===== config.mk =====
export PLATFORM = sky130hd
export DESIGN_NAME = irq_map_ctrl
export DESIGN_NICKNAME = d
export VERILOG_FILES = /design/src/rtl/imc_pkg.sv /design/src/rtl/imc_prio_enc.sv /design/src/rtl/imc_regfile.sv /design/src/rtl/imc_req_ctrl.sv /design/src/rtl/irq_map_ctrl.sv
export SDC_FILE = /design/constraint.sdc
export NUM_CORES = 1
export LEC_CHECK = 0
export BUFFER_PORTS_ARGS = -buffer_cell sky130_fd_sc_hd__buf_2
export CAP_MARGIN = 20
export CORE_MARGIN = 2
export CORE_UTILIZATION = 30
export DETAILED_ROUTE_END_ITERATION = 10
export PLACE_DENSITY_LB_ADDON = 0.05
export REMOVE_ABC_BUFFERS = 1
export SYNTH_ARGS = -nofsm -noshare
export SYNTH_HDL_FRONTEND = slang
export SYNTH_SLANG_ARGS = --single-unit

===== constraint.sdc =====
create_clock -name clk -period 3.45 [get_ports clk]
set_input_delay 0.345 -clock clk [delete_from_list [all_inputs] [get_ports clk]]
set_output_delay 0.345 -clock clk [all_outputs]
set_load 0.1 [all_outputs]

===== src/rtl/imc_pkg.sv =====
package imc_pkg;

  localparam logic [2:0] RG_SLOT_MAP = 3'd0;
  localparam logic [2:0] RG_OB_MAP   = 3'd1;
  localparam logic [2:0] RG_ERR_MAP  = 3'd2;
  localparam logic [2:0] RG_SLOT_CLR = 3'd3;
  localparam logic [2:0] RG_OB_CLR   = 3'd4;

  localparam int          N_ERR_MAP   = 2;
  localparam logic [31:0] ERR_MAP_VAL = 32'h0000_07F0;

  typedef struct packed {
    logic       slot_map_wr;
    logic       ob_map_wr;
    logic       slot_clr;
    logic       ob_clr;
    logic [4:0] idx;
    logic       en_bit;
  } bus_evt_t;

  function automatic logic [30:0] slot_map_low(input int g);
    return 31'(32'h7C0 | (g << 2));
  endfunction

  function automatic logic [30:0] ob_map_low(input int k);
    return 31'(32'h7E0 + k);
  endfunction

endpackage


===== src/rtl/imc_prio_enc.sv =====
module imc_prio_enc #(
  parameter int W     = 64,
  parameter int OUT_W = 6
) (
  input  logic [W-1:0]     vec,
  output logic             found,
  output logic [OUT_W-1:0] idx
);
  always_comb begin
    found = 1'b0;
    idx   = '0;
    for (int i = W - 1; i >= 0; i--) begin
      if (vec[i]) begin
        found = 1'b1;
        idx   = OUT_W'(i);
      end
    end
  end
endmodule


===== src/rtl/imc_regfile.sv =====
module imc_regfile
  import imc_pkg::*;
#(
  parameter int N_GRP  = 8,
  parameter int N_OB   = 32,
  parameter int ADDR_W = 12
) (
  input  logic              clk,
  input  logic              rst,
  input  logic              bus_wr,
  input  logic              bus_rd,
  input  logic [ADDR_W-1:0] bus_addr,
  input  logic [31:0]       bus_wdata,
  output logic [31:0]       bus_rdata,
  output logic [N_GRP-1:0]  slot_en_q,
  output logic [N_OB-1:0]   ob_en_q,
  output logic [N_GRP-1:0]  slot_en_nx,
  output logic [N_OB-1:0]   ob_en_nx,
  output bus_evt_t          evt
);
  localparam int GRP_IW = (N_GRP > 1) ? $clog2(N_GRP) : 1;
  localparam int OB_IW  = (N_OB > 1) ? $clog2(N_OB) : 1;

  logic [2:0] region;
  logic [4:0] idx;
  logic       odd;
  logic       slot_ok, ob_ok, err_ok;
  logic       wr_odd;
  logic [31:0] rd_nx;
  logic       addr_unused;

  assign region = bus_addr[10:8];
  assign idx    = bus_addr[7:3];
  assign odd    = bus_addr[2];
  assign slot_ok = ({1'b0, idx} < 6'(N_GRP));
  assign ob_ok   = ({1'b0, idx} < 6'(N_OB));
  assign err_ok  = ({1'b0, idx} < 6'(N_ERR_MAP));
  assign wr_odd  = bus_wr && odd;
  assign addr_unused = ^{bus_addr[ADDR_W-1:11], bus_addr[1:0], bus_wdata[30:0]};

  // decoded write events
  always_comb begin
    evt             = '0;
    evt.idx         = idx;
    evt.en_bit      = bus_wdata[31];
    evt.slot_map_wr = wr_odd && (region == RG_SLOT_MAP) && slot_ok;
    evt.ob_map_wr   = wr_odd && (region == RG_OB_MAP) && ob_ok;
    evt.slot_clr    = wr_odd && (region == RG_SLOT_CLR) && slot_ok;
    evt.ob_clr      = wr_odd && (region == RG_OB_CLR) && ob_ok;
  end

  // next enables: only bit 31 of a map register is writable
  always_comb begin
    slot_en_nx = slot_en_q;
    ob_en_nx   = ob_en_q;
    for (int g = 0; g < N_GRP; g++)
      if (evt.slot_map_wr && (idx == 5'(g))) slot_en_nx[g] = evt.en_bit;
    for (int k = 0; k < N_OB; k++)
      if (evt.ob_map_wr && (idx == 5'(k))) ob_en_nx[k] = evt.en_bit;
  end

  always_ff @(posedge clk) begin
    if (rst) begin
      slot_en_q <= '0;
      ob_en_q   <= '0;
    end else begin
      slot_en_q <= slot_en_nx;
      ob_en_q   <= ob_en_nx;
    end
  end

  // read mux
  always_comb begin
    rd_nx = '0;
    if (odd) begin
      case (region)
        RG_SLOT_MAP: if (slot_ok) rd_nx = {slot_en_q[idx[GRP_IW-1:0]], slot_map_low(int'(idx))};
        RG_OB_MAP:   if (ob_ok)   rd_nx = {ob_en_q[idx[OB_IW-1:0]], ob_map_low(int'(idx))};
        RG_ERR_MAP:  if (err_ok)  rd_nx = ERR_MAP_VAL;
        default:     rd_nx = '0;
      endcase
    end
  end

  always_ff @(posedge clk) begin
    if (rst)         bus_rdata <= '0;
    else if (bus_rd) bus_rdata <= rd_nx;
  end

  AST_EVEN_WORD_ZERO: assert property (@(posedge clk) disable iff (rst)
    (bus_rd && !bus_addr[2]) |=> (bus_rdata == 32'd0));

  AST_SLOT_EN_WRITE: assert property (@(posedge clk) disable iff (rst)
    (evt.slot_map_wr && !evt.en_bit && (idx == 5'd0)) |=> !slot_en_q[0]);

endmodule


===== src/rtl/imc_req_ctrl.sv =====
module imc_req_ctrl
  import imc_pkg::*;
#(
  parameter int N_GRP  = 8,
  parameter int GRP_SZ = 4,
  parameter int N_OB   = 32,
  parameter int VEC_W  = 7
) (
  input  logic                          clk,
  input  logic                          rst,
  input  logic [N_GRP*GRP_SZ+N_OB-1:0]  irq_in,
  input  logic [N_GRP-1:0]              slot_en_q,
  input  logic [N_OB-1:0]               ob_en_q,
  input  logic [N_GRP-1:0]              slot_en_nx,
  input  logic [N_OB-1:0]               ob_en_nx,
  input  bus_evt_t                      evt,
  output logic                          req_valid,
  output logic [VEC_W-1:0]              req_vec
);
  localparam int N_SLOT  = N_GRP * GRP_SZ;
  localparam int N_LINES = N_SLOT + N_OB;
  localparam int LW      = $clog2(N_LINES);
  localparam int SW      = (N_SLOT > 1) ? $clog2(N_SLOT) : 1;
  localparam logic [VEC_W-1:0] NO_REQ = VEC_W'(N_LINES + 1);

  logic [N_LINES-1:0] line_en_q, line_en_nx;
  logic [N_SLOT-1:0]  slot_seen_q, slot_rise;
  logic [N_LINES-1:0] masked;
  logic               rise_found, scan_found, drop;
  logic [SW-1:0]      rise_idx;
  logic [LW-1:0]      scan_idx;
  logic [VEC_W-1:0]   req_nx;

  // per-line enable fan-out
  for (genvar i = 0; i < N_SLOT; i++) begin : g_slot_en
    assign line_en_q[i]  = slot_en_q[i / GRP_SZ];
    assign line_en_nx[i] = slot_en_nx[i / GRP_SZ];
  end
  for (genvar k = 0; k < N_OB; k++) begin : g_ob_en
    assign line_en_q[N_SLOT + k]  = ob_en_q[k];
    assign line_en_nx[N_SLOT + k] = ob_en_nx[k];
  end

  always_ff @(posedge clk) begin
    if (rst) slot_seen_q <= '0;
    else     slot_seen_q <= irq_in[N_SLOT-1:0];
  end

  assign masked    = irq_in & line_en_nx;
  assign slot_rise = irq_in[N_SLOT-1:0] & ~slot_seen_q & line_en_nx[N_SLOT-1:0];

  imc_prio_enc #(.W(N_SLOT), .OUT_W(SW)) u_rise_enc (
    .vec(slot_rise), .found(rise_found), .idx(rise_idx));

  imc_prio_enc #(.W(N_LINES), .OUT_W(LW)) u_scan_enc (
    .vec(masked), .found(scan_found), .idx(scan_idx));

  // drop decision for the held request
  always_comb begin
    int  cur;
    int  ix;
    logic is_slot;
    cur     = int'(req_vec);
    ix      = int'(evt.idx);
    is_slot = req_valid && (cur < N_SLOT);
    drop    = 1'b0;
    if ((evt.slot_map_wr && !evt.en_bit) || evt.slot_clr)
      if (is_slot && ((cur / GRP_SZ) == ix)) drop = 1'b1;
    if ((evt.ob_map_wr && !evt.en_bit) || evt.ob_clr)
      if (req_valid && !is_slot && ((cur - N_SLOT) == ix)) drop = 1'b1;
  end

  always_comb begin
    req_nx = req_vec;
    if (drop) req_nx = NO_REQ;
    if (rise_found)
      req_nx = VEC_W'(rise_idx);
    else if ((req_nx == NO_REQ) && scan_found)
      req_nx = VEC_W'(scan_idx);
  end

  always_ff @(posedge clk) begin
    if (rst) begin
      req_vec   <= NO_REQ;
      req_valid <= 1'b0;
    end else begin
      req_vec   <= req_nx;
      req_valid <= (req_nx != NO_REQ);
    end
  end

  AST_RESET_NOREQ: assert property (@(posedge clk) disable iff (rst)
    $past(rst) |-> (!req_valid && (req_vec == NO_REQ)));

  AST_HELD_ENABLED: assert property (@(posedge clk) disable iff (rst)
    req_valid |-> line_en_q[req_vec[LW-1:0]]);

  AST_IDLE_TAKES: assert property (@(posedge clk) disable iff (rst)
    (!req_valid && (|(irq_in & line_en_nx))) |=> req_valid);

  AST_SLOT_PREEMPT: assert property (@(posedge clk) disable iff (rst)
    (|slot_rise) |=> (req_valid && (int'(req_vec) < N_SLOT)));

  AST_HOLD_QUIET: assert property (@(posedge clk) disable iff (rst)
    (req_valid && !evt.slot_map_wr && !evt.ob_map_wr && !evt.slot_clr && !evt.ob_clr
     && !(|slot_rise)) |=> $stable(req_vec));

endmodule


===== src/rtl/irq_map_ctrl.sv =====
module irq_map_ctrl
  import imc_pkg::*;
#(
  parameter int N_GRP  = 8,
  parameter int GRP_SZ = 4,
  parameter int N_OB   = 32,
  parameter int ADDR_W = 12,
  localparam int N_LINES = N_GRP * GRP_SZ + N_OB,
  localparam int VEC_W   = $clog2(N_LINES + 2)
) (
  input  logic               clk,
  input  logic               rst,
  input  logic [N_LINES-1:0] irq_in,
  input  logic               bus_wr,
  input  logic               bus_rd,
  input  logic [ADDR_W-1:0]  bus_addr,
  input  logic [31:0]        bus_wdata,
  output logic [31:0]        bus_rdata,
  output logic               req_valid,
  output logic [VEC_W-1:0]   req_vec
);
  logic [N_GRP-1:0] slot_en_q, slot_en_nx;
  logic [N_OB-1:0]  ob_en_q, ob_en_nx;
  bus_evt_t         evt;

  imc_regfile #(.N_GRP(N_GRP), .N_OB(N_OB), .ADDR_W(ADDR_W)) u_regs (
    .clk(clk), .rst(rst), .bus_wr(bus_wr), .bus_rd(bus_rd),
    .bus_addr(bus_addr), .bus_wdata(bus_wdata), .bus_rdata(bus_rdata),
    .slot_en_q(slot_en_q), .ob_en_q(ob_en_q),
    .slot_en_nx(slot_en_nx), .ob_en_nx(ob_en_nx), .evt(evt));

  imc_req_ctrl #(.N_GRP(N_GRP), .GRP_SZ(GRP_SZ), .N_OB(N_OB), .VEC_W(VEC_W)) u_req (
    .clk(clk), .rst(rst), .irq_in(irq_in),
    .slot_en_q(slot_en_q), .ob_en_q(ob_en_q),
    .slot_en_nx(slot_en_nx), .ob_en_nx(ob_en_nx), .evt(evt),
    .req_valid(req_valid), .req_vec(req_vec));

endmodule


* Word level (Yosys, flattened, before mapping) *
Index checks and enable logic that the tools add are counted.

word-level totals
  input port bits = 112
  bits in registers = 112
  output and inout bits = 40
  word-level logic and storage cells = 363

cells by class
  magnitude comparators = 5
  multiplexer cells = 247
  reduce and logical (&&, ||, !) cells = 60
  bitwise logic cells = 4
  add/sub/neg operators = 2
  equal/unequal tests = 39

operator list
  cell                                                                   number
  6-bit 2-to-1 mux                                                       64
  5-bit 2-to-1 mux                                                       32
  1-bit 2-to-1 mux                                                       142
  32-bit case mux with 3 select lines                                    1
  5-bit == test (second input constant)                                  16
  32-bit bitwise AND                                                     2
  64-bit bitwise AND                                                     1
  32-bit 2-to-1 mux                                                      2
  1-bit logical AND                                                      54
  5-bit by 4-bit == test with 1-bit output (second input constant)       8
  32-bit by 6-bit == test with 1-bit output                              1
  32-bit NOT                                                             1
  7-bit 2-to-1 mux                                                       3
  5-bit by 3-bit == test with 1-bit output (second input constant)       4
  11-bit by 5-bit adder with 12-bit output (first input constant)        1
  11-bit 2-to-1 mux                                                      1
  5-bit by 2-bit == test with 1-bit output (second input constant)       2
  7-bit by 6-bit subtractor with 8-bit output (second input constant)    1
  7-bit == test (second input constant)                                  1
  7-bit by 6-bit < comparator with 1-bit output (second input constant)  1
  7-bit != test (second input constant)                                  1
  3-bit by 2-bit == test with 1-bit output (second input constant)       2
  5-bit by 6-bit < comparator with 1-bit output (second input constant)  1
  1-bit binary-select mux with 5-bit select                              1
  other kinds (12)                                                       14

* Depth between registers and ports, before layout *
Gate-level depths: netlist of the first run.

  word-level depth = 74
  mapped depth = 12
  gate-level depth less buffers = 11

* Hierarchy *
A second synthesis of the first run with hierarchy kept.

unflattened totals
  cells, all modules = 769
  area total of the unflattened synthesis = 6117.1 µm²

modules (own cells, without submodules)
  module                           cells an instance  instances  area an instance (µm²)
  imc_regfile                      329                1          2930.3
  imc_req_ctrl                     235                1          2053.2
  imc_prio_enc (u_req.u_scan_enc)  140                1          763.2
  imc_prio_enc (u_req.u_rise_enc)  65                 1          370.4

* Least setup slack after synthesis of the first run *
Ideal clock, no wire load.

  kind = register -> register
  start point = register u_req.req_vec[5]
  end point = register u_req.req_vec[0]
  arrival time = 3.327 ns
  period minus slack after synthesis = 3.456 ns
  cell stages (with the launch flop) = 12
  path slack = -0.006 ns
  required time = 3.321 ns
  cells stage by stage = dfxtp_1 > inv_1 > ha_1 > nand4bb_1 > nor4_1 > a32oi_1 > o31ai_1 > nor2_1 > a221oi_1 > o211ai_1 > a2111oi_0 > nor2_1

between the ends
  cells in the longest elaborated chain, start to end = 12
  elaborated cells between the ends (all ways) = 18

ends and longest elaborated chain
  element                                                                                              RTL line            text
  start, declared                                                                                      imc_req_ctrl.sv:18  output logic [VEC_W-1:0] req_vec
  start signal, assigned                                                                               imc_req_ctrl.sv:87  req_vec <= req_nx;
  parallel branches: the longest is 7 deep, another holds 7-bit by 6-bit subtractor with 8-bit output  --
  7-bit 2-to-1 mux (*)                                                                                 imc_req_ctrl.sv:75  if (drop) req_nx = NO_REQ;
  7-bit == test                                                                                        imc_req_ctrl.sv:78  else if ((req_nx == NO_REQ) && scan_found)
  1-bit logical AND                                                                                    imc_req_ctrl.sv:78
  7-bit 2-to-1 mux (*)                                                                                 imc_req_ctrl.sv:78
  7-bit 2-to-1 mux (*)                                                                                 imc_req_ctrl.sv:76  if (rise_found)

Every way passes the cells marked *.
A chain may end at the register's enable or synchronous reset.

* Final worst setup path of the first run *
  start point = input bus_addr[4]
  end point = register u_req.req_valid

between the ends
  cells in the longest elaborated chain, start to end = 72
  elaborated cells between the ends (all ways) = 325

ends and longest elaborated chain
  element                          RTL line            text
  start, declared                  irq_map_ctrl.sv:16  input logic [ADDR_W-1:0] bus_addr,
  5-bit == test                    imc_regfile.sv:59   if (evt.ob_map_wr && (idx == 5'(k))) ob_en_nx[k] = evt.en_bit;
  1-bit logical AND                imc_regfile.sv:59
  1-bit 2-to-1 mux                 imc_regfile.sv:59
  64-bit bitwise AND               imc_req_ctrl.sv:49  assign masked = irq_in & line_en_nx;
  1-bit 2-to-1 mux (64 in series)  imc_prio_enc.sv:13  if (vec[i]) begin
  1-bit logical AND                imc_req_ctrl.sv:78
  7-bit 2-to-1 mux                 imc_req_ctrl.sv:78
  7-bit 2-to-1 mux (*)             imc_req_ctrl.sv:76
  7-bit != test (*)                imc_req_ctrl.sv:88  req_valid <= (req_nx != NO_REQ);
  end signal, assigned             imc_req_ctrl.sv:88
  end, declared                    imc_req_ctrl.sv:17  output logic req_valid,

Mark *: on every way between the ends. The rest lies on a longest branch, timed or not.

==> flow_summary.yaml, run 1 <==
clocking:
  post_cts_buffers: 0
  cts_root_buf: "clkbuf_16"
  insertion_delay_ps: 360
  cts-hold-fix-buffers: 0
  clkTransAtPathRegs_ps: 70
  clockBufferDepth: 2
  htree_levels: 3
  cts_tree: "built"
  ctsResizeCount: 0
  clock-sinks: 88
  cts_buffers: 9
detailed_routing:
  drt-initial-drc-count: 369
  drt_wl_total_mm: 24.60
  via_per_inst: 5.172
  via_count: 6899
  wl_per_cell_um: 18.44
  drcViolationCount: 0
  dr.pass1.iters: 4
  ant_nets: 0
global_routing:
  grt_pass1_vias: 6770
  grt_first_pass_wirelength_mm: 37.96
  antenna_found_initial: 1
  grt_max_degree: 57
  grt_usage_pct: 20.58
  grt-ovfl-total: 0
timing:
  relSlewSlack_pct: 48.98
  min_period_ps: 3114
  rsz0062_at_grt: "no"
  fin_skew_ps: 9.983
  worst_pin_slew_ps: 765.3
  final.setup.worst_slack_ps: 336.4
  hold_slack_ps: 238.4
  period_share_pct: 90.25
  slew_violations: 0
  hold_viol: 0
  setup_viol_count_final: 0
  max_freq_ghz: 0.3212
synth:
  ys_seq_area_share_pct: 25.88
  synth_edf_count: 0
  synth_adder_area_share_pct: 0.1838
  yosysWarnings: 0
  synth-compound-area-share_pct: 18.58
  ys_types: 82
  synth_top_cell_area_share_pct: 25.88
  synthFlopType: "dfxtp_1"
  synthCells: 881
  synth-simple-area-share_pct: 32.48
  yosysTopAreaCell: "dfxtp_1"
  synth_mux_area_share_pct: 14.58
  async_reset_ff_share_pct: 0
  synth_top_family_by_area: "simple AND/OR/NAND/NOR gates"
  synth_area_um2: 6807
  avgSynthCellArea_um2: 7.726
  yosys_register_bits: 88
  synthTopCellsByArea: "dfxtp_1, mux2i_1, nor2_1"
  synth_xor_area_share_pct: 1.029
cells_and_area:
  drive_gt1_share_pct: 25.57
  seqCellArea_um2: 1762
  fin_cells: 1334
  fin_nets: 1156
  area_growth_pct: 24.15
  multiInputGateArea_um2: 4626
  nFillCells: 2484
floorplan:
  start_util_pct: 30.34
  core_um2: 22430
  die_w_um: 154.6
  num_io_pins: 152
  die_area_um2: 23910
  die_h_um: 154.6
  fp-row-count: 55
job:
  drv_cap: 0
power:
  ir_worst_vdd_v: 0.0002046
  leakagePower_uw: 0.003441
  p_per_area_nw_per_um2: 332.8
place:
  gp_congestion: 0.8371
  io_buffers: 97
  dp_cells: 1317
  dpl.hpwl_mm: 19.64
  pre_cts_ws_ps: -39.89
worst_setup_path:
  ff2ff_path_depth: 9
  required_ps: 3670
  cp-end-kind: "flop"
  path_class: "input pin to flop"
  start_kind: "input pin"
  path_max_fanout: 5
  critPathArrivalTime_ps: 3330
min_path:
  holdPathStages: 3
  hold_path_class: "input pin to flop"
run_status:
  outcome: "complete, no violations"
path summary, 6_finish.rpt:
path	slack (ps)	startpoint	to
worst min-delay path	240	irq_in[2]	u_req.slot_seen_q[2]$_SDFF_PP0_
worst max register to register	610	u_req.slot_seen_q[15]$_SDFF_PP0_	u_req.req_valid$_SDFF_PP0_
worst max-delay path	340	bus_addr[4]	u_req.req_valid$_SDFF_PP0_
worst min register to register	470	u_regs.bus_rdata[5]$_SDFFE_PP0P_	u_regs.bus_rdata[5]$_SDFFE_PP0P_
metal layers:
metal	GRT usage, %	up-vias	routed length, um
met3	3.054	35	733
met1	25.61	3253	11230
li1	-	3479	-
met5	0	-	0
met2	36.35	132	12040
met4	6.878	0	604
critical path, stage by stage:
cell       delay [ps]
buf_2             130
buf_4             160
nand4b_1          240
buf_4             230
nor3_1            360
mux2i_1           230
nor4_1            360
buf_4             180
nand4b_1          190
buf_4             220
nor3_4            190
nor3b_1            80
a31oi_1           270
o2111ai_1         140
cell usage after synthesis (3+ instances only):
master     instances
o221ai_1           4
o31ai_1            9
o211ai_1           7
o21bai_1           3
buf_2              8
o21ai_0           26
mux2_2             9
nor3_1            41
nand4b_1           4
inv_1             24
nor4b_1            3
nor3_2             3
nand2b_1          27
o2111ai_1          5
a21oi_1           54
o22ai_1           12
nand4bb_1          3
nor2b_1           53
mux2i_1           62
or3_1              3
o32ai_1            6
dfxtp_1           88
a31oi_1            3
buf_6              4
clkbuf_1          27
a22oi_1            4
nor4_1            19
nand4_1           13
a22o_1             4
a211oi_1           7
nor4_2             5
and2_1            11
a21o_1             6
nor2_1           118
mux4_2            12
buf_4             26
buf_1              5
xor2_1             8
o22a_1             6
or2_2              5
o31ai_2            4
nand2_1           92
cells by family after synthesis:
logic type,count (synthesis)
other cells,1
mux,83
buf+inv,94
compound gates,184
xor+xnor,8
simple gates,422
fa+ha+maj,1
flops,88
cell type report:
class / count / area share [%]
Sequential cell: 88 / 20.85
Clock inverter: 3 / 0.5626
Clock buffer: 13 / 3.317
Timing Repair Buffer: 202 / 15.22
Tap cell: 285 / 4.220
Inverter: 24 / 1.066
Antenna cell: 1 / 0.02961
Multi-Input combinational cell: 718 / 54.74
flip-flops by register name (all words and copies together) (netlist names):
signal,count
u_regs.bus_rdata,8
u_regs.ob_en_q,32
u_regs.slot_en_q,8
u_req.req_valid,1
u_req.req_vec,7
u_req.slot_seen_q,32
power by group:
part / switching [uW] / internal, uW / total, uW
sequential: 24.0 / 1050 / 1070
clock: 484 / 645 / 1130
combinational: 435 / 179 / 614
total: 943 / 1870 / 2810
through the flow:
stage	area (um^2)	power (uW)	TNS (ps)	util, %
final	8451	2813	0	37.67
after detailed placement	8120	1708	-56.04	36.20
after CTS	8448	2856	0	37.66
after global routing	8451	2936	0	37.67
after global placement	8120	1710	-98.77	36.20
after floorplan	6477	1462	-2600	-
layout by cell type, fill, tap and decap left out, types with 4 or more instances in the layout:
cell,n
o21ai_0,26
buf_4,104
nor4_2,5
nor2b_1,53
o22ai_1,12
nand2_1,92
nor4_1,19
a211oi_1,7
conb_1,20
and2_1,11
mux4_2,12
o211ai_1,7
a22o_1,4
o31ai_1,9
o31ai_2,4
inv_1,24
dfxtp_1,88
clkbuf_8,4
o22a_1,6
a22oi_1,4
nand2b_1,27
a21oi_1,54
o221ai_1,4
mux2i_1,62
buf_2,97
nand4_1,13
a21o_1,6
nor3_1,41
or2_2,5
o2111ai_1,5
nand4b_1,4
o32ai_1,6
clkbuf_16,9
xor2_1,8
mux2_2,9
nor2_1,118
No activity file was read; power rests on OpenSTA's default activity.
==> run 2, diff against run 1 <==
--- a/config.mk
+++ b/config.mk
@@ -11,7 +11,6 @@
 export CORE_UTILIZATION = 30
 export DETAILED_ROUTE_END_ITERATION = 10
 export PLACE_DENSITY_LB_ADDON = 0.05
-export REMOVE_ABC_BUFFERS = 1
 export SYNTH_ARGS = -nofsm -noshare
 export SYNTH_HDL_FRONTEND = slang
 export SYNTH_SLANG_ARGS = --single-unit
==> run 2 against run 1 <==
Sequential cell count did not move. Setup slack lost 100 ps. Utilization is 1.5 points higher. Cell count is 3.6% higher. Routed wire length down 1.2%. Highest routed layer unchanged. Clock skew fell by 1.1 ps. Critical path type unchanged. Maximum frequency down 3.1%. Clock power shrank 12%. Global-route usage is 0.22 points lower. Count of clock-buffer cells in the layout decreased by 3.
==> flow_summary.yaml, run 2 (synthesized netlist as in run 1, its figures left out) <==
cells_and_area:
  fin_area_um2: 8796
  layout_common_cells: "buf_4, nor2_1, buf_2"
  area_growth_pct: 29.23
  antenna_cells: 0
  fin_nets: 1205
  multiInputGateArea_um2: 4638
  drive_gt1_share_pct: 29.08
  final_common_cell: "buf_4"
  fin_util_pct: 39.21
  top_regs: "u_regs.ob_en_q (32), u_req.slot_seen_q (32)"
  seqCellArea_um2: 1763
  nFillCells: 2387
worst_setup_path:
  crit_chain: "buf_2 > or4_4 > o31ai_2 > a21oi_1 > a2111oi_2 > or4b_4 > nor3_4 > mux2i_2 > buf_4 > o32ai_1 > nor2_1"
  path_class: "input pin to flop"
  start_kind: "input pin"
  critPathArrivalTime_ps: 3500
  required_ps: 3740
  max_stage_delay_ps: 620
  cp_slowest_cell: "or4_4"
  ff2ff_path_depth: 11
  path_max_fanout: 8
  cp-end-kind: "flop"
clocking:
  cts_tree: "built"
  cts_buffers: 9
  clock-sinks: 88
  htree_levels: 3
  post_cts_buffers: 0
  clockBufferDepth: 2
  clkTransAtPathRegs_ps: 70
  cts_root_buf: "clkbuf_16"
  insertion_delay_ps: 360
floorplan:
  core_um2: 22430
  num_io_pins: 152
  die_h_um: 154.6
  start_util_pct: 30.34
  fp-row-count: 55
  die_area_um2: 23910
  die_w_um: 154.6
global_routing:
  antenna_found_initial: 0
  grt_usage_pct: 20.36
  grt_pass1_vias: 6813
  grt_max_degree: 66
  grt_first_pass_wirelength_mm: 38.14
  grt-ovfl-total: 0
timing:
  slew_violations: 0
  setup_viol_count_final: 0
  worst_pin_slew_ps: 976.5
  max_freq_ghz: 0.3111
  period_share_pct: 93.17
  fin_skew_ps: 8.921
  relSlewSlack_pct: 34.90
  rsz0062_at_grt: "no"
  hold_viol: 0
  min_period_ps: 3214
power:
  ir_worst_vdd_v: 0.0002522
  leakagePower_uw: 0.003664
  p_per_area_nw_per_um2: 307.8
  power_uw: 2708
detailed_routing:
  ant_nets: 0
  drt_wl_total_mm: 24.32
  via_count: 7032
  dr.pass1.iters: 6
  drcViolationCount: 0
  via_per_inst: 5.088
  wl_per_cell_um: 17.59
  drt-initial-drc-count: 339
min_path:
  holdPathStages: 3
  hold_path_class: "input pin to flop"
place:
  place_area_um2: 8502
  gp_congestion: 0.8442
  io_buffers: 97
  dpl.hpwl_mm: 19.31
run_status:
  outcome: "complete, no violations"
job:
  drv_cap: 0
## run 2: where the power goes
part | internal [uW] | total, uW | switching (uW)
logic | 202 | 653 | 451
clock network | 512 | 989 | 476
registers | 1050 | 1070 | 20.6
total | 1760 | 2710 | 948
## run 2: critical path: cells and delay by family
| kind | cells | cell delay [ps] |
|---|---|---|
| muxes | 1 | 290 |
| AOI/OAI and AO/OA | 4 | 1000 |
| and+or+nand+nor | 4 | 1610 |
| buffers and inverters | 2 | 250 |
## run 2: area by class of cell
class	instances	area share (%)
Clock inverter	6	0.4836
Inverter	24	1.024
Multi-Input combinational cell	718	52.73
Sequential cell	88	20.04
Tap cell	285	4.054
Clock buffer	10	2.717
Timing Repair Buffer	251	18.95
## run 2: layer usage
layer / up-vias / global-route usage (%) / part of all wire [%]
met5: - / 0 / 0
met4: 0 / 4.365 / 0.81
met3: 10 / 1.765 / 3.3
met2: 144 / 33.29 / 45
met1: 3304 / 29.26 / 51
li1: 3574 / - / -
## run 2: through the flow
step,std cells,setup slack [ps],TNS (ps),hold slack (ps)
6_report,1382,235.6,0,249.4
5_1_grt,1382,8.250,0,272.4
4_1_cts,1382,231.2,0,237.2
3_5_place_dp,1366,-138.7,-488.5,464.6
3_3_place_gp,1366,-134.0,-426.0,454.2
2_1_floorplan,900,44.56,0,457.2
## run 2: final timing paths
| kind | slack (ps) | endpoint | startpoint |
|---|---|---|---|
| max | 240 | u_req.req_vec[0]$_SDFF_PP1_ | bus_addr[7] |
| min | 250 | u_req.slot_seen_q[2]$_SDFF_PP0_ | irq_in[2] |
| max reg2reg | 510 | u_req.req_vec[0]$_SDFF_PP1_ | u_req.req_vec[5]$_SDFF_PP0_ |
| min reg2reg | 470 | u_regs.bus_rdata[5]$_SDFFE_PP0P_ | u_regs.bus_rdata[5]$_SDFFE_PP0P_ |
## run 2: what timing repair did
action	4_1_cts	5_1_grt
resized for setup	0	2
hold buffers	0	0
endpoints found under the setup margin	0	2
==> run 3, diff against run 2 <==
--- a/config.mk
+++ b/config.mk
@@ -11,6 +11,7 @@
 export CORE_UTILIZATION = 30
 export DETAILED_ROUTE_END_ITERATION = 10
 export PLACE_DENSITY_LB_ADDON = 0.05
+export RECOVER_POWER = 100
 export SYNTH_ARGS = -nofsm -noshare
 export SYNTH_HDL_FRONTEND = slang
 export SYNTH_SLANG_ARGS = --single-unit
==> run 3 against run 2 <==
The flow now finishes with violations (max-capacitance violations, max-slew violations). Cell count unchanged. Maximum frequency down 0.12%. Cell area fell by 0.91%. Combinational power decreased by 1%. Routed wire length decreased by 0.12%. Die area unchanged. Power down 0.31%. Global-route usage stayed put. Non-clock buffer count did not move. First-iteration DRC count increased by 2.9%.
==> flow_summary.yaml, run 3 (synthesized netlist as in run 1, its figures left out) <==
run_status:
  outcome: "finished with violations"
  violations: "max-capacitance violations, max-slew violations"
detailed_routing:
  dr.pass1.iters: 5
  via_count: 7035
  via_per_inst: 5.090
  ant_nets: 0
  drcViolationCount: 0
  wl_per_cell_um: 17.57
  drt_wl_total_mm: 24.29
  drt-initial-drc-count: 349
clocking:
  post_cts_buffers: 0
  cts_buffers: 9
  clockBufferDepth: 2
  clkTransAtPathRegs_ps: 70
  insertion_delay_ps: 360
  clock-sinks: 88
  cts_tree: "built"
  htree_levels: 3
  cts_root_buf: "clkbuf_16"
cells_and_area:
  antenna_cells: 0
  fin_area_um2: 8716
  area_growth_pct: 28.05
  top_regs: "u_regs.ob_en_q (32), u_req.slot_seen_q (32)"
  drive_gt1_share_pct: 25.80
  layout_common_cells: "buf_4, nor2_1, nand2_1"
  final_common_cell: "buf_4"
  fin_nets: 1205
  fin_util_pct: 38.85
power:
  ir_worst_vdd_v: 0.0002533
  p_per_area_nw_per_um2: 309.7
  leakagePower_uw: 0.003541
min_path:
  holdPathStages: 3
  hp-start: "irq_in[2]"
  hold_path_class: "input pin to flop"
  min_to: "u_req.slot_seen_q[2]$_SDFF_PP0_"
floorplan:
  start_util_pct: 30.34
  fp-row-count: 55
  die_h_um: 154.6
  core_um2: 22430
  die_area_um2: 23910
  die_w_um: 154.6
  num_io_pins: 152
global_routing:
  grt_first_pass_wirelength_mm: 38.14
  grt-ovfl-total: 0
  grt_pass1_vias: 6813
  antenna_found_initial: 0
  grt_usage_pct: 20.36
  grt_max_degree: 66
timing:
  setup_viol_count_final: 0
  relSlewSlack_pct: -46.40
  rsz0062_at_grt: "no"
  min_period_ps: 3218
  hold_viol: 0
  slew_violations: 47
  max_freq_ghz: 0.3107
  worst_pin_slew_ps: 2196
  fin_skew_ps: 9.320
  period_share_pct: 93.28
worst_setup_path:
  path_max_fanout: 8
  ff2ff_path_depth: 11
  r2r-start: "u_req.req_vec[5]$_SDFF_PP0_"
  cp-end-kind: "flop"
  r2r_end: "u_req.req_vec[0]$_SDFF_PP1_"
  start_kind: "input pin"
  path_class: "input pin to flop"
  critPathArrivalTime_ps: 3510
  required_ps: 3740
  r2r_setup_slack_ps: 470
place:
  dpl.hpwl_mm: 19.31
  place_area_um2: 8502
  io_buffers: 97
  gp_congestion: 0.8442
job:
  drv_cap: 1
## run 3: cell types whose count changed in the layout (fill, tap and decap cells not counted), moves of 3 or more
cell      previous run  this run
clkbuf_1             0        32
buf_4              152       141
nor3_2               3         0
nor3_1              41        44
buf_2               97        75
## run 3: worst max path at each step
stage / start / end / slack [ps]
3_5_place_dp: bus_addr[7] / u_req.req_valid$_SDFF_PP0_ / -140
4_1_cts: bus_addr[7] / u_req.req_vec[0]$_SDFF_PP1_ / 230
5_1_grt: bus_addr[7] / u_req.req_vec[0]$_SDFF_PP1_ / 8
3_3_place_gp: bus_addr[7] / u_req.req_valid$_SDFF_PP0_ / -130
2_1_floorplan: u_req.req_vec[6]$_SDFF_PP1_ / u_req.req_vec[0]$_SDFF_PP1_ / 40
6_report: bus_addr[7] / u_req.req_vec[0]$_SDFF_PP1_ / 230
## run 3: routing by layer
layer	vias to the layer above	track usage [%]	routed length (um)
met5	-	0	0
met4	0	4.365	225
met3	13	1.765	737
met1	3312	29.26	12420
li1	3570	-	-
met2	140	33.29	10900
## run 3: power breakdown
part | internal (uW) | switching [uW]
registers | 1050 | 20.7
logic | 196 | 450
clock network | 512 | 475
total | 1750 | 946
## run 3: what timing repair did
item / in CTS / in global routing
resized for setup: 0 / 2
setup endpoints to repair: 0 / 2
hold buffers: 0 / 0
## run 3: worst max-delay path: stages
cell and delay [ps]:
clkbuf_1 100, or4_4 630, o31ai_2 320, a21oi_1 140, a2111oi_2 470, or4b_4 580, nor3_4 310, mux2i_2 300
buf_4 140, o32ai_1 70, nor2_1 100
## run 3: through the flow
| stage | power [uW] | setup WS (ps) | cells | hold WS [ps] | TNS (ps) |
|---|---|---|---|---|---|
| 2_1_floorplan | 1528 | 44.56 | 900 | 457.2 | 0 |
| 3_3_place_gp | 1738 | -134.0 | 1366 | 454.2 | -426.0 |
| 3_5_place_dp | 1737 | -138.7 | 1366 | 464.6 | -488.5 |
| 4_1_cts | 2735 | 231.2 | 1382 | 237.2 | 0 |
| 5_1_grt | 2820 | 7.727 | 1382 | 272.4 | 0 |
| 6_report | 2699 | 231.8 | 1382 | 249.3 | 0 |
## run 3: area by class of cell
| type | instances | area (um^2) |
|---|---|---|
| inverters | 24 | 90.09 |
| repair buffers | 251 | 1602 |
| multi-input cells | 718 | 4623 |
| clock buffers | 10 | 239.0 |
| fillers | 2412 | 13720 |
| well taps | 285 | 356.6 |
| flip-flops and latches | 88 | 1763 |
| clock inverters | 6 | 42.54 |
